===== src/rtl/pf_pkg.sv =====
// Package: shared types for the prefetch dispatch unit.
// Assumes: line-state encoding 0 I, 1 S, 2 E, 3 M from the tag lookup.
package pf_pkg;
    typedef enum logic [1:0] {
        CLS_NOP   = 2'd0,
        CLS_TRAP  = 2'd1,
        CLS_SHARE = 2'd2,
        CLS_OWN   = 2'd3
    } pf_cls_t;

    typedef enum logic [1:0] {
        ACT_RETIRE  = 2'd0,
        ACT_TRAP    = 2'd1,
        ACT_BUS_SH  = 2'd2,
        ACT_BUS_OWN = 2'd3
    } pf_act_t;

    typedef enum logic [1:0] {
        LS_I = 2'd0,
        LS_S = 2'd1,
        LS_E = 2'd2,
        LS_M = 2'd3
    } pf_lstate_t;

    typedef enum logic [2:0] {
        ST_IDLE   = 3'd0,
        ST_LOOKUP = 3'd1,
        ST_ISSUE  = 3'd2,
        ST_WAIT   = 3'd3,
        ST_DONE   = 3'd4
    } pf_state_t;
endpackage


===== src/rtl/pf_decode.sv =====
// Module: pf_decode
// Classifies a function code by range and core variant.
// Assumes: codes up to HINT_MAX are hints, up to TRAP_MAX are illegal,
// the rest are no-ops; among hints, up to SHARE_MAX carry read intent.
module pf_decode
    import pf_pkg::*;
#(
    parameter int FCN_W     = 5,
    parameter int SHARE_MAX = 2,
    parameter int HINT_MAX  = 4,
    parameter int TRAP_MAX  = 15
) (
    input  logic [FCN_W-1:0] fcn,
    input  logic             enh,
    output pf_cls_t          cls
);
    localparam logic [FCN_W-1:0] SH_LIM = FCN_W'(SHARE_MAX);
    localparam logic [FCN_W-1:0] HI_LIM = FCN_W'(HINT_MAX);
    localparam logic [FCN_W-1:0] TR_LIM = FCN_W'(TRAP_MAX);

    // Range decode of the function code.
    always_comb begin
        if (fcn <= HI_LIM) begin
            if (!enh)
                cls = CLS_NOP;
            else if (fcn <= SH_LIM)
                cls = CLS_SHARE;
            else
                cls = CLS_OWN;
        end else if (fcn <= TR_LIM) begin
            cls = CLS_TRAP;
        end else begin
            cls = CLS_NOP;
        end
    end
endmodule


===== src/rtl/pf_filter.sv =====
// Module: pf_filter
// Turns an operation class and the tag lookup result into an action.
// Assumes: a hit with Invalid state counts as a miss; only E or M
// satisfy write intent, any valid state satisfies read intent.
module pf_filter
    import pf_pkg::*;
(
    input  pf_cls_t    cls,
    input  logic       hit,
    input  logic [1:0] lstate,
    output pf_act_t    act
);
    logic present;
    logic owned;

    // Qualify the hit by line state.
    always_comb begin
        present = hit && (pf_lstate_t'(lstate) != LS_I);
        owned   = hit && ((pf_lstate_t'(lstate) == LS_E) ||
                          (pf_lstate_t'(lstate) == LS_M));
    end

    // Pick the action for the class.
    always_comb begin
        unique case (cls)
            CLS_TRAP:  act = ACT_TRAP;
            CLS_SHARE: act = present ? ACT_RETIRE : ACT_BUS_SH;
            CLS_OWN:   act = owned   ? ACT_RETIRE : ACT_BUS_OWN;
            default:   act = ACT_RETIRE;
        endcase
    end
endmodule


===== src/rtl/pf_fsm.sv =====
// Module: pf_fsm
// Sequences one operation: accept, look up, optional bus request, retire.
// Assumes: tag inputs are valid during the lookup cycle; bus_ack is only
// meaningful while bus_req is high.
module pf_fsm
    import pf_pkg::*;
#(
    parameter int FCN_W  = 5,
    parameter int ADDR_W = 40
) (
    input  logic              clk,
    input  logic              rst_n,
    input  logic              req_valid,
    output logic              req_ready,
    input  logic [FCN_W-1:0]  req_fcn,
    input  logic [ADDR_W-1:0] req_addr,
    input  logic              mode_enh,
    output logic [FCN_W-1:0]  fcn_q,
    output logic              enh_q,
    input  pf_act_t           act_in,
    output logic              bus_req,
    output logic              bus_own,
    output logic [ADDR_W-1:0] bus_addr,
    input  logic              bus_ack,
    output logic              trap_pulse,
    output logic              retire_pulse
);
    pf_state_t         state, state_nx;
    pf_act_t           act_q;
    logic [ADDR_W-1:0] addr_q;

    // Next-state selection.
    always_comb begin
        state_nx = state;
        unique case (state)
            ST_IDLE:   if (req_valid) state_nx = ST_LOOKUP;
            ST_LOOKUP: state_nx = ((act_in == ACT_BUS_SH) || (act_in == ACT_BUS_OWN))
                                  ? ST_ISSUE : ST_DONE;
            ST_ISSUE:  state_nx = bus_ack ? ST_DONE : ST_WAIT;
            ST_WAIT:   if (bus_ack) state_nx = ST_DONE;
            ST_DONE:   state_nx = ST_IDLE;
            default:   state_nx = ST_IDLE;
        endcase
    end

    // State register.
    always_ff @(posedge clk) begin
        if (!rst_n) state <= ST_IDLE;
        else        state <= state_nx;
    end

    // Capture the operation on acceptance.
    always_ff @(posedge clk) begin
        if (!rst_n) begin
            fcn_q  <= '0;
            enh_q  <= 1'b0;
            addr_q <= '0;
        end else if (state == ST_IDLE && req_valid) begin
            fcn_q  <= req_fcn;
            enh_q  <= mode_enh;
            addr_q <= req_addr;
        end
    end

    // Capture the chosen action at the end of lookup.
    always_ff @(posedge clk) begin
        if (!rst_n)                 act_q <= ACT_RETIRE;
        else if (state == ST_LOOKUP) act_q <= act_in;
    end

    // Output decode.
    always_comb begin
        req_ready    = (state == ST_IDLE);
        bus_req      = (state == ST_ISSUE) || (state == ST_WAIT);
        bus_own      = bus_req && (act_q == ACT_BUS_OWN);
        bus_addr     = bus_req ? addr_q : '0;
        retire_pulse = (state == ST_DONE);
        trap_pulse   = (state == ST_DONE) && (act_q == ACT_TRAP);
    end
endmodule


===== src/rtl/pf_dispatch.sv =====
// Module: pf_dispatch (top)
// Prefetch request dispatch: ties decode, tag filter and sequencer.
// Assumes: one operation at a time; tag result valid in the lookup cycle.
module pf_dispatch
    import pf_pkg::*;
#(
    parameter int ADDR_W = 40
) (
    input  logic              clk,
    input  logic              rst_n,
    input  logic              req_valid,
    output logic              req_ready,
    input  logic [4:0]        req_fcn,
    input  logic [ADDR_W-1:0] req_addr,
    input  logic              mode_enh,
    input  logic              tag_hit,
    input  logic [1:0]        tag_state,
    output logic              bus_req,
    output logic              bus_own,
    output logic [ADDR_W-1:0] bus_addr,
    input  logic              bus_ack,
    output logic              trap_pulse,
    output logic              retire_pulse
);
    localparam int FCN_W = 5;

    logic [FCN_W-1:0] fcn_q;
    logic             enh_q;
    pf_cls_t          cls;
    pf_act_t          act;

    pf_decode #(.FCN_W(FCN_W)) u_decode (
        .fcn (fcn_q),
        .enh (enh_q),
        .cls (cls)
    );

    pf_filter u_filter (
        .cls    (cls),
        .hit    (tag_hit),
        .lstate (tag_state),
        .act    (act)
    );

    pf_fsm #(.FCN_W(FCN_W), .ADDR_W(ADDR_W)) u_fsm (
        .clk          (clk),
        .rst_n        (rst_n),
        .req_valid    (req_valid),
        .req_ready    (req_ready),
        .req_fcn      (req_fcn),
        .req_addr     (req_addr),
        .mode_enh     (mode_enh),
        .fcn_q        (fcn_q),
        .enh_q        (enh_q),
        .act_in       (act),
        .bus_req      (bus_req),
        .bus_own      (bus_own),
        .bus_addr     (bus_addr),
        .bus_ack      (bus_ack),
        .trap_pulse   (trap_pulse),
        .retire_pulse (retire_pulse)
    );
endmodule


===== config.mk =====
export PLATFORM = sky130hd
export DESIGN_NAME = pf_dispatch
export DESIGN_NICKNAME = d
export VERILOG_FILES = /design/src/rtl/pf_pkg.sv /design/src/rtl/pf_decode.sv /design/src/rtl/pf_filter.sv /design/src/rtl/pf_fsm.sv /design/src/rtl/pf_dispatch.sv
export SDC_FILE = /design/constraint.sdc
export NUM_CORES = 1
export LEC_CHECK = 0
export BUFFER_PORTS_ARGS = -buffer_cell sky130_fd_sc_hd__buf_2
export CAP_MARGIN = 0
export CORE_MARGIN = 5
export CORE_UTILIZATION = 51
export CTS_CLUSTER_SIZE = 12
export DETAILED_ROUTE_END_ITERATION = 10
export PLACE_DENSITY = 0.83
export SKIP_CTS_REPAIR_TIMING = 1
export SYNTH_ARGS = -nofsm -noshare
export SYNTH_HDL_FRONTEND = slang
export SYNTH_SLANG_ARGS = --single-unit

===== constraint.sdc =====
create_clock -name clk -period 4.3 [get_ports clk]
set_clock_uncertainty 0.1 [all_clocks]
set_input_delay 0.86 -clock clk [delete_from_list [all_inputs] [get_ports clk]]
set_output_delay 0.86 -clock clk [all_outputs]
set_load 0.01 [all_outputs]

-- Word level (Yosys, flattened, before mapping)
Cells that the tools add are included.
- register bits after elaboration: 51
- bits of input ports: 53
- output and inout port bits: 45
- word-level logic and storage cells: 47
- $lt $le $gt $ge: 3
- equal/unequal tests: 15
- multiplexer cells: 13
- reductions and logical operators: 11
- operators with widths (kind ; count):
    $mux 40 ; 1
    $eq 2x2->1 const B ; 7
    $mux 3 ; 4
    $pmux 3 s4 ; 1
    $mux 2 ; 4
    $eq 3x2->1 const B ; 2
    $pmux 2 s3 ; 1
    $le 5x2->1 const B ; 1
    $le 5x3->1 const B ; 1
    $le 5x4->1 const B ; 1
    $logic_and 1x1->1 ; 5
    $eq 2x1->1 const B ; 2
    $ne 2x2->1 const B ; 2
    $eq 3x1->1 const B ; 1
    $eq 3x3->1 const B ; 1
    $logic_not 3->1 ; 1
    $logic_or 1x1->1 ; 3
    $mux 1 ; 2
    $reduce_and 2->1 ; 1
    $reduce_bool 2->1 ; 1

-- Logic depth before layout (Yosys ltp)
Gate-level depths: netlist of run 1.
- depth after elaboration: 10
- gate-level depth with buffers: 6
- gate-level depth less buffers: 3

-- Cells and area by module
A second synthesis of run 1 with hierarchy kept.
- cells, all modules: 283
- area, all modules: 2469.9 um^2
- modules (own cells, without submodules) (module ; times used ; cells an instance ; area an instance (um^2) ; seq. area each (um^2)):
    pf_fsm ; 1 ; 272 ; 2394.8 ; 1021.0
    pf_decode ; 1 ; 7 ; 48.8 ; 0.0
    pf_filter ; 1 ; 4 ; 26.3 ; 0.0

-- Worst setup path after synthesis of run 1
Ideal clock, no wire load.
- kind: register to output
- start: reg u_fsm.state[1]
- end: out bus_addr[29]
- arrival: 1.222 ns
- required time: 3.340 ns
- slack: 2.118 ns
- stages on the path, launching flop included: 5
- buffers on the path: 2
- cell sequence: dfxtp_1 buf_6 nor2b_1 clkbuf_1 and2_1
- longest elaborated chain between the ends: 3
- elaborated cells between the ends (all ways): 4
- those cells by class: 2 x eq/ne; 1 x mux; 1 x reduce/logical
- ends and longest elaborated chain (element ; line ; source):
    start, declared ; pf_fsm.sv:28 ; pf_state_t state, state_nx;
    start signal, assigned ; pf_fsm.sv:49 ; else state <= state_nx;
    $eq 3x2->1 ; pf_fsm.sv:74 ; bus_req = (state == ST_ISSUE) || (state == ST_WAIT);
    $logic_or 1x1->1 (*) ; pf_fsm.sv:74 ;
    named net bus_req ; pf_dispatch.sv:18 ; output logic bus_req,
    $mux 40 (*) ; pf_fsm.sv:76 ; bus_addr = bus_req ? addr_q : '0;
    end, declared ; pf_dispatch.sv:20 ; output logic [ADDR_W-1:0] bus_addr,
The timed path passes the listed nets; every way through them passes the cells marked *.

-- Worst setup path in the final report of run 1
- start: reg u_fsm.state[1]
- end: out bus_own
- longest elaborated chain between the ends: 3
- elaborated cells between the ends (all ways): 4
- those cells by class: 2 x eq/ne; 2 x reduce/logical
- ends and longest elaborated chain (element ; line ; source):
    $eq 3x2->1 ; pf_fsm.sv:74 ;
    $logic_or 1x1->1 (*) ; pf_fsm.sv:74 ;
    $logic_and 1x1->1 (*) ; pf_fsm.sv:75 ; bus_own = bus_req && (act_q == ACT_BUS_OWN);
    end, declared ; pf_dispatch.sv:19 ; output logic bus_own,
Every way passes the cells marked *; elsewhere a longest branch is shown, timed or not.

==> run metrics, run 1 <==
metal2 WL=~2200 um; GPL Wtd Cong=0.733; Yosys reg bits=51; EDFF count, synth=0; Final Max Slew Viols=0; critical path's largest stage delay=roughly 0.58 ns; dpl cells=around 410; Avg Synthesized Cell Area=just over 8 sq um; hold path depth=2; Slew headroom=roughly two fifths; crit path cell chain=nor2b_2, buf_4, and3_1, buf_2; post-DR vias/cell=just under 5; Critical Path Sink Type=output pin; hold slack final=approximately 0.35 ns; DP HPWL=3650 um; status=finished, final reports clean; PD cells=~320 nW/um^2; post-route ant nets=0; CTS tree=done; first-pass GRT wire length=approximately 8600 um; critical path arrival=2.02 ns; measured slew at the worst slew-check pin=0.871 ns; I/O pins=98; I/O Buffers=97; GRT Util Overall=between 10% and 20%; leakage=about 1.4 nW; final net count=422; P&R area growth vs syn=24.5%; worst reg2reg path depth=4; flop2flop setup slack=between 2 and 2.5 ns; RR Endpoint=u_fsm.addr_q[12]; starting DRC count in detailed routing=between 90 and 100; Fmax=~340 MHz; Avg WL per Cell=12.0 um; minimum clock period=2.98 ns; unrepaired setup endpoints after global routing=false; Fin Setup TNS=0 ns; initial antenna violation count=0; Clock transition at path regs=approximately 0.090 ns; via count=between 2000 and 2500; Final Hold Fails=0; slowest CP cell=nor2b_2; Setup Crit Path Kind=reg -> out; Netlist cell types=32; HP Start=u_fsm.addr_q[4]; total of max-cap violations=0; drt drc=0; die width=77.4 um; clock sinks=51; Crit Path Max Fanout=26; Synth Instances=approximately 280; dominant synthesized flop cell=dfxtp_1; Yosys Warn Count=0; # setup viols final=0; highest signal layer in the routed design=met4; FF-to-FF Start=u_fsm.state[1]; Routed WL=5080 um; Initial Util=52.8%; layout cell share with drive strength beyond 1=just under 30%; Hold EP=u_fsm.addr_q[4]; Inserted Diodes=0; CTS max path bufs=2; largest net degree at the start of global routing=53; post-route clock period utilization=69.2%; Core ar.=around 4400 sq um; synthesized area=approximately 2300 sq um; Root Buffer Master=clkbuf_8; cts bufs inserted=5; startpoint types=flop; Site Rows=24; asr flop ratio synth=0%; syn_nets=about 340; Peak supply drop=0.195 mV; H-tree depth=2; Placement Cell Area=2780 sq um; worst skew pair latency=approximately 0.3 ns; Initial DRT Pass Iterations=4; Hold Crit Class=reg -> reg; metal3 WL=between 400 and 500 um; post-route cell area=approximately 2900 sq um; Met1 Wirelength=roughly 2300 um; register area share after synthesis=between 40% and 50%; vias in the first global route=around 2000; final cell count without fillers=between 400 and 500; CP required=between 3 and 4 ns; Die H=77.4 um; DIE AREA=5990 sq um; total congestion overflow=0
-- per-stage QoR --
step | worst slack, ns | util [%] | total power, mW
4_1_cts | 1.29 | 65.8 | 0.934
2_1_floorplan | 2.12 | - | 0.603
3_3_place_gp | 1.70 | 63.4 | 0.637
5_1_grt | 1.16 | 65.8 | 0.977
3_5_place_dp | 1.62 | 63.4 | 0.641
6_report | 1.32 | 65.8 | 0.925
-- critical path: cells and delay by family, from the launching register on --
family | cells | cell delay [ns]
AND/OR/NAND/NOR | 2 | 0.75
buffers and inverters | 2 | 0.45
flip-flops | 1 | 0.51
-- flip-flops by register name, indices dropped and copies added, names as in the netlist --
name / flops
u_fsm.fcn_q: 5
u_fsm.addr_q: 40
u_fsm.act_q: 2
u_fsm.state: 3
u_fsm.enh_q: 1
-- placed cells by master, fill, tap and decap left out, types with 2 or more instances in the layout --
cell type   n
buf_2      97
nand2_1    93
dfxtp_1    51
and2_1     40
a21boi_1   40
clkbuf_8    7
a21boi_0    6
o21ai_0     3
nand4_1     3
buf_4       3
nor3b_1     2
inv_1       2
nor2b_1     2
o21a_1      2
-- worst max path at each step --
stage | start | to | slack [ns]
after floorplan | u_fsm.state[1] | bus_addr[29] | 2.12
after global routing | u_fsm.state[1] | bus_addr[32] | 1.16
after global placement | u_fsm.state[1] | bus_own | 1.70
after CTS | u_fsm.state[1] | bus_own | 1.29
final | u_fsm.state[1] | bus_own | 1.32
after detailed placement | u_fsm.state[1] | bus_own | 1.62
-- cell type report --
cell class	count	area [sq um]
well taps	52	65.1
flip-flops and latches	51	1020
clock inverters	1	7.51
multi-input cells	209	1180
fillers	393	1500
repair buffers	100	508
inverters	2	7.51
clock buffers	7	96.3
-- per-layer routing --
layer  vias to the layer above  track usage (%)
li1                       1092                -
met1                       901             21.6
met2                        73             27.4
met3                        10             5.79
met4                         0             5.84
met5                         -                0
-- Yosys cell counts (all sizes together), types with 2 or more instances --
library cell | instances | area, sq um
nor3b | 2 | 15.0
inv | 2 | 7.51
dfxtp | 51 | 1020
buf | 10 | 83.8
clkbuf | 10 | 37.5
and2 | 40 | 250
nor2b | 3 | 18.8
nand4 | 3 | 18.8
a21boi | 46 | 345
nand2 | 93 | 349
o21a | 2 | 15.0
o21ai | 3 | 15.0
-- logic make-up (layout without fill, tap and decap cells) --
group,count (synthesis),in the layout,synth area share (%)
and+or+nand+nor,151,151,31.7
AOI/OAI and AO/OA,58,58,18.7
DFF,51,51,44.1
buffers and inverters,22,110,5.56
-- where the power goes --
group,internal (mW),switching (mW),leakage [nW]
Clock,0.146,0.150,0.0505
Sequential,0.501,0.0162,0.419
Combinational,0.0512,0.0594,0.920
Power figures use the tool's default switching activity.
==> run 2: changes to the inputs <==
--- a/config.mk
+++ b/config.mk
@@ -8,10 +8,10 @@
 export BUFFER_PORTS_ARGS = -buffer_cell sky130_fd_sc_hd__buf_2
 export CAP_MARGIN = 0
 export CORE_MARGIN = 5
-export CORE_UTILIZATION = 51
+export CORE_UTILIZATION = 47
 export CTS_CLUSTER_SIZE = 12
 export DETAILED_ROUTE_END_ITERATION = 10
-export PLACE_DENSITY = 0.83
+export PLACE_DENSITY = 0.77
 export SKIP_CTS_REPAIR_TIMING = 1
 export SYNTH_ARGS = -nofsm -noshare
 export SYNTH_HDL_FRONTEND = slang
==> constraint.sdc (replaced) <==
create_clock -name clk -period 2.9 [get_ports clk]
set_clock_uncertainty 0.1 [all_clocks]
set_input_delay 0.58 -clock clk [delete_from_list [all_inputs] [get_ports clk]]
set_output_delay 0.58 -clock clk [all_outputs]
set_load 0.01 [all_outputs]
==> run 2 against run 1 <==
Net effect:
- count of clock-buffer cells in the layout down 1
- global-route usage up 0.84 points
- sequential cell count is the same
- first-iteration DRC count decreased by 15%
- combinational power grew 53%
- cell count grew 4.0%
- register-to-register slack lost 1.2 ns
- critical endpoint is now bus_addr[6]
- largest cell class unchanged
==> run metrics, run 2 (synthesis results as in run 1) <==
vias in the first global route=2107 (+6.4%); Root Buffer Master=clkbuf_8; clock sinks=51 (unchanged); status=finished, final reports clean; Top Registers=u_fsm.addr_q x40, u_fsm.fcn_q x5, u_fsm.state x3; Critical Path Sink Type=output pin; hold slack final=0.348 ns (-0.00325 ns); Routed WL=5450 um (+7.2%); Initial Util=48.7% (-4.1 points); CP required=2.22 ns (-1.12 ns); Avg WL per Cell=12.4 um (+3.1%); first-pass GRT wire length=9270 um (+7.6%); starting DRC count in detailed routing=82 (-15%); minimum clock period=2.55 ns; cts bufs inserted=5 (unchanged); Final Hold Fails=0 (unchanged); unrepaired setup endpoints after global routing=false; post-DR vias/cell=4.85 (-1.4%); Core ar.=4750 sq um (+8.4%); Final Max Slew Viols=0 (unchanged); total congestion overflow=0 (unchanged); I/O pins=98 (unchanged); die width=80.2 um (+3.6%); final net count=426 (+0.95%); I/O Buffers=97 (unchanged); GRT Util Overall=17.9% (+0.84 points); Hold Crit Class=reg -> reg; commonest non-fill, non-tap cells in the layout=buf_2 (97), nand2_1 (93), dfxtp_1 (51); GPL Wtd Cong=0.798 (+8.9%); post-route ant nets=0 (unchanged); initial antenna violation count=0 (unchanged); largest net degree at the start of global routing=52 (-1.9%); CTS tree=done; pre-CTS WS=0.671 ns (-0.953 ns); total of max-cap violations=0 (unchanged); Setup Crit Path Kind=reg -> out; startpoint types=flop; max reg flops=40 (unchanged); layout cell share with drive strength beyond 1=29.8% (+0.11 points); DIE AREA=6430 sq um (+7.4%); Clock transition at path regs=0.08 ns (about the same); drt drc=0 (unchanged); via count=2129 (+2.6%); leakage=1.40 nW (+0.47%); Initial DRT Pass Iterations=4 (unchanged); final setup margin=0.349 ns (-0.975 ns); Reg with most FFs=u_fsm.addr_q; DP HPWL=3980 um (+9.0%); # setup viols final=0 (unchanged); Fmax=roughly 390 MHz; Crit Path Max Fanout=15 (-42%); critical path arrival=1.87 ns (-0.15 ns); Die H=80.2 um (+3.6%); PD cells=450 nW/um^2 (+40%); measured slew at the worst slew-check pin=0.702 ns (-0.169 ns); total power=1.31 mW (+41%); Slew headroom=53.0% (+11 points); CTS max path bufs=2 (unchanged); P&R area growth vs syn=25.2%; flop2flop setup slack=1.05 ns (-1.16 ns); H-tree depth=2 (unchanged); Inserted Diodes=0 (unchanged); Site Rows=25 (+4.2%); Fin Setup TNS=0 ns (unchanged); most common cell after layout, fill and taps aside=buf_2; post-route clock period utilization=between 80% and 90%; Peak supply drop=0.238 mV (+22%); worst skew pair latency=0.30 ns (about the same)
-- run 2: changes by cell type in the layout (fill, tap and decap cells not counted), sizes merged --
cell	delta
buf	+4
clkbuf	-1
clkinvlp	-1
-- run 2: final timing paths --
path,endpoint,start,cells past startpoint
worst max-delay path,bus_addr[6],u_fsm.state[1],4
worst min-delay path,u_fsm.addr_q[18],u_fsm.addr_q[18],2
worst max register to register,u_fsm.addr_q[11],u_fsm.state[1],4
worst min register to register,u_fsm.addr_q[18],u_fsm.addr_q[18],2
-- run 2: power by group --
part	leakage [nW]	internal, mW	switching [mW]
logic	0.940	0.0797	0.0906
registers	0.419	0.744	0.0242
clock network	0.0371	0.161	0.207
-- run 2: cell type report --
| cell class | instances | area [sq um] |
|---|---|---|
| fillers | 438 | 1850 |
| clock buffers | 6 | 72.6 |
| flip-flops and latches | 51 | 1020 |
| inverters | 2 | 7.51 |
| multi-input cells | 209 | 1180 |
| well taps | 67 | 83.8 |
| repair buffers | 104 | 538 |
-- run 2: metal layers --
metal	wire [um]	vias to the layer above	share of wire (%)	track usage, %
met1	2430	953	45	20.4
li1	-	1095	-	-
met2	2540	75	47	32.2
met3	434	6	8.0	5.27
met4	47	0	0.86	5.07
met5	0	-	0	0
-- run 2: worst max-delay path, cell delays in order (launching register included) --
cell and delay [ns]:
dfxtp_1 0.51, nor2b_2 0.49, buf_4 0.29, and2_1 0.15, buf_2 0.13
-- run 2: through the flow --
step	utilization [%]	std cells	cell area [sq um]
final	61.0	439	2900
after global routing	61.0	439	2900
after CTS	61.0	439	2900
after detailed placement	59.5	433	2830
after global placement	59.5	433	2830
after floorplan	-	282	2320
==> run 3: changes to the inputs <==
--- a/config.mk
+++ b/config.mk
@@ -8,10 +8,11 @@
 export BUFFER_PORTS_ARGS = -buffer_cell sky130_fd_sc_hd__buf_2
 export CAP_MARGIN = 0
 export CORE_MARGIN = 5
-export CORE_UTILIZATION = 47
+export CORE_UTILIZATION = 49
+export CTS_BUF_LIST = sky130_fd_sc_hd__clkbuf_4 sky130_fd_sc_hd__clkbuf_8
 export CTS_CLUSTER_SIZE = 12
 export DETAILED_ROUTE_END_ITERATION = 10
-export PLACE_DENSITY = 0.77
+export PLACE_DENSITY = 0.8
 export SKIP_CTS_REPAIR_TIMING = 1
 export SYNTH_ARGS = -nofsm -noshare
 export SYNTH_HDL_FRONTEND = slang
==> run 3 against run 2 <==
Net effect:
- largest cell class unchanged
- core utilization up 2.2 points
- global-route usage shrank 0.62 points
- sequential cell count unchanged
- via count is 1.1% higher
- worst setup slack better by 0.30 ns
- critical path depth stayed put
- count of clock-buffer cells in the layout did not move
- first-iteration DRC count rose by 2.4%
- wire length is 1.5% lower
==> run metrics, run 3 (synthesis results as in run 1) <==
CP Buf/Inv Count=2 (unchanged); total congestion overflow=0 (unchanged); Site Rows=25 (unchanged); Filler Cell Count=437 (-0.23%); HP Start=u_fsm.addr_q[10]; slowest CP cell=dfxtp_1; Routed WL=5360 um (-1.5%); cts bufs inserted=5 (unchanged); measured slew at the worst slew-check pin=0.465 ns (-0.237 ns); critical path arrival=1.57 ns (-0.30 ns); crit path cell chain=nor2b_2, buf_4, and2_1, buf_2; leakage=1.43 nW (+2.3%); total of max-cap violations=0 (unchanged); PD cells=517 nW/um^2 (+15%); GPL Wtd Cong=0.758 (-5.0%); layout cell share with drive strength beyond 1=30.5% (+0.64 points); first-pass GRT wire length=8650 um (-6.7%); status=finished, final reports clean; clock sinks=51 (unchanged); commonest non-fill, non-tap cells in the layout=buf_2 (97), nand2_1 (93), dfxtp_1 (51); CTS max path bufs=2 (unchanged); dpl cells=420 (-3.0%); Core ar.=4660 sq um (-2.0%); minimum clock period=2.25 ns (-0.299 ns); Fmax=444 MHz (+13%); drt drc=0 (unchanged); Initial DRT Pass Iterations=5 (+1); I/O Buffers=97 (unchanged); GRT Util Overall=17.3% (-0.62 points); Setup Crit Path Kind=reg -> out; P&R area growth vs syn=27.3%; largest net degree at the start of global routing=29 (-44%); Clock transition at path regs=0.08 ns (about the same); max reg flops=40 (unchanged); critical path's largest stage delay=0.52 ns (about the same); Initial Util=49.7% (+0.98 points); CTS tree=done; Final Max Slew Viols=0 (unchanged); most common cell after layout, fill and taps aside=buf_2; final cell count without fillers=428 (-2.5%); Top Registers=u_fsm.addr_q x40, u_fsm.fcn_q x5, u_fsm.state x3; DIE AREA=6200 sq um (-3.6%); Final Hold Fails=0 (unchanged); Reg with most FFs=u_fsm.addr_q; startpoint types=flop; starting DRC count in detailed routing=84 (+2.4%); final net count=426 (unchanged); die width=78.8 um (-1.8%); vias in the first global route=2061 (-2.2%); # setup viols final=0 (unchanged); Avg WL per Cell=12.5 um (+0.99%); Hold Crit Class=reg -> reg; critical path's top delay family=flip-flops; Fin Setup TNS=0 ns (unchanged); post-route ant nets=0 (unchanged); post-route clock period utilization=77.7% (-10 points); worst skew pair latency=0.31 ns (about the same); Die H=78.8 um (-1.8%); I/O pins=98 (unchanged); initial antenna violation count=0 (unchanged); unrepaired setup endpoints after global routing=false; Inserted Diodes=0 (unchanged); Slew headroom=68.6% (+16 points); FF-to-FF Start=u_fsm.state[1]; Setup crit start=u_fsm.state[1]; CP required=2.22 ns (about the same); Root Buffer Master=clkbuf_8; via count=2152 (+1.1%); H-tree depth=2 (unchanged); post-DR vias/cell=5.03 (+3.7%); Peak supply drop=0.348 mV (+46%); Critical Path Sink Type=output pin; flop2flop setup slack=1.31 ns (+0.26 ns); DP HPWL=3930 um (-1.3%); Crit Path Max Fanout=21 (+6)
run 3: where the power goes:
group / leakage (nW) / internal (mW) / total, mW / switching [mW]
logic: 0.940 / 0.0795 / 0.171 / 0.0913
registers: 0.419 / 0.744 / 0.768 / 0.0241
clock network: 0.0688 / 0.354 / 0.584 / 0.230
run 3: path summary, 6_finish.rpt:
kind | end | depth (start not counted)
worst min register to register | u_fsm.addr_q[10] | 2
worst min-delay path | u_fsm.addr_q[10] | 2
worst max register to register | u_fsm.addr_q[16] | 4
worst max-delay path | bus_addr[5] | 4
run 3: per-stage QoR:
stage	hold WS (ns)	utilization [%]	total power, mW	area, sq um	setup slack, ns
CTS	0.352	63.2	1.54	2950	0.646
global route	0.366	63.2	1.59	2950	0.539
detailed placement	0.341	60.3	0.957	2810	0.950
global placement	0.336	60.3	0.950	2810	1.02
floorplan	0.330	-	0.894	2320	0.998
finish	0.350	63.2	1.52	2950	0.647
run 3: cell type report:
cell class | instances | area, sq um | share of cell area (%)
clock buffers | 6 | 76.3 | 2.59
repair buffers | 104 | 538 | 18.3
multi-input cells | 209 | 1180 | 39.9
inverters | 2 | 7.51 | 0.255
clock inverters | 2 | 60.1 | 2.04
flip-flops and latches | 51 | 1020 | 34.6
well taps | 54 | 67.6 | 2.29
run 3: worst register-to-register path, cell delays in order, from the launching register on:
cell	delay, ns
dfxtp_1	0.41
or4b_1	0.55
buf_4	0.24
nand2_1	0.10
a21boi_0	0.08
run 3: layer usage:
layer	up-vias	global-route usage [%]	routed length, um
met5	-	0	0
met1	983	18.7	2280
met3	6	4.65	338
met4	0	4.72	55
li1	1096	-	-
met2	67	32.9	2690
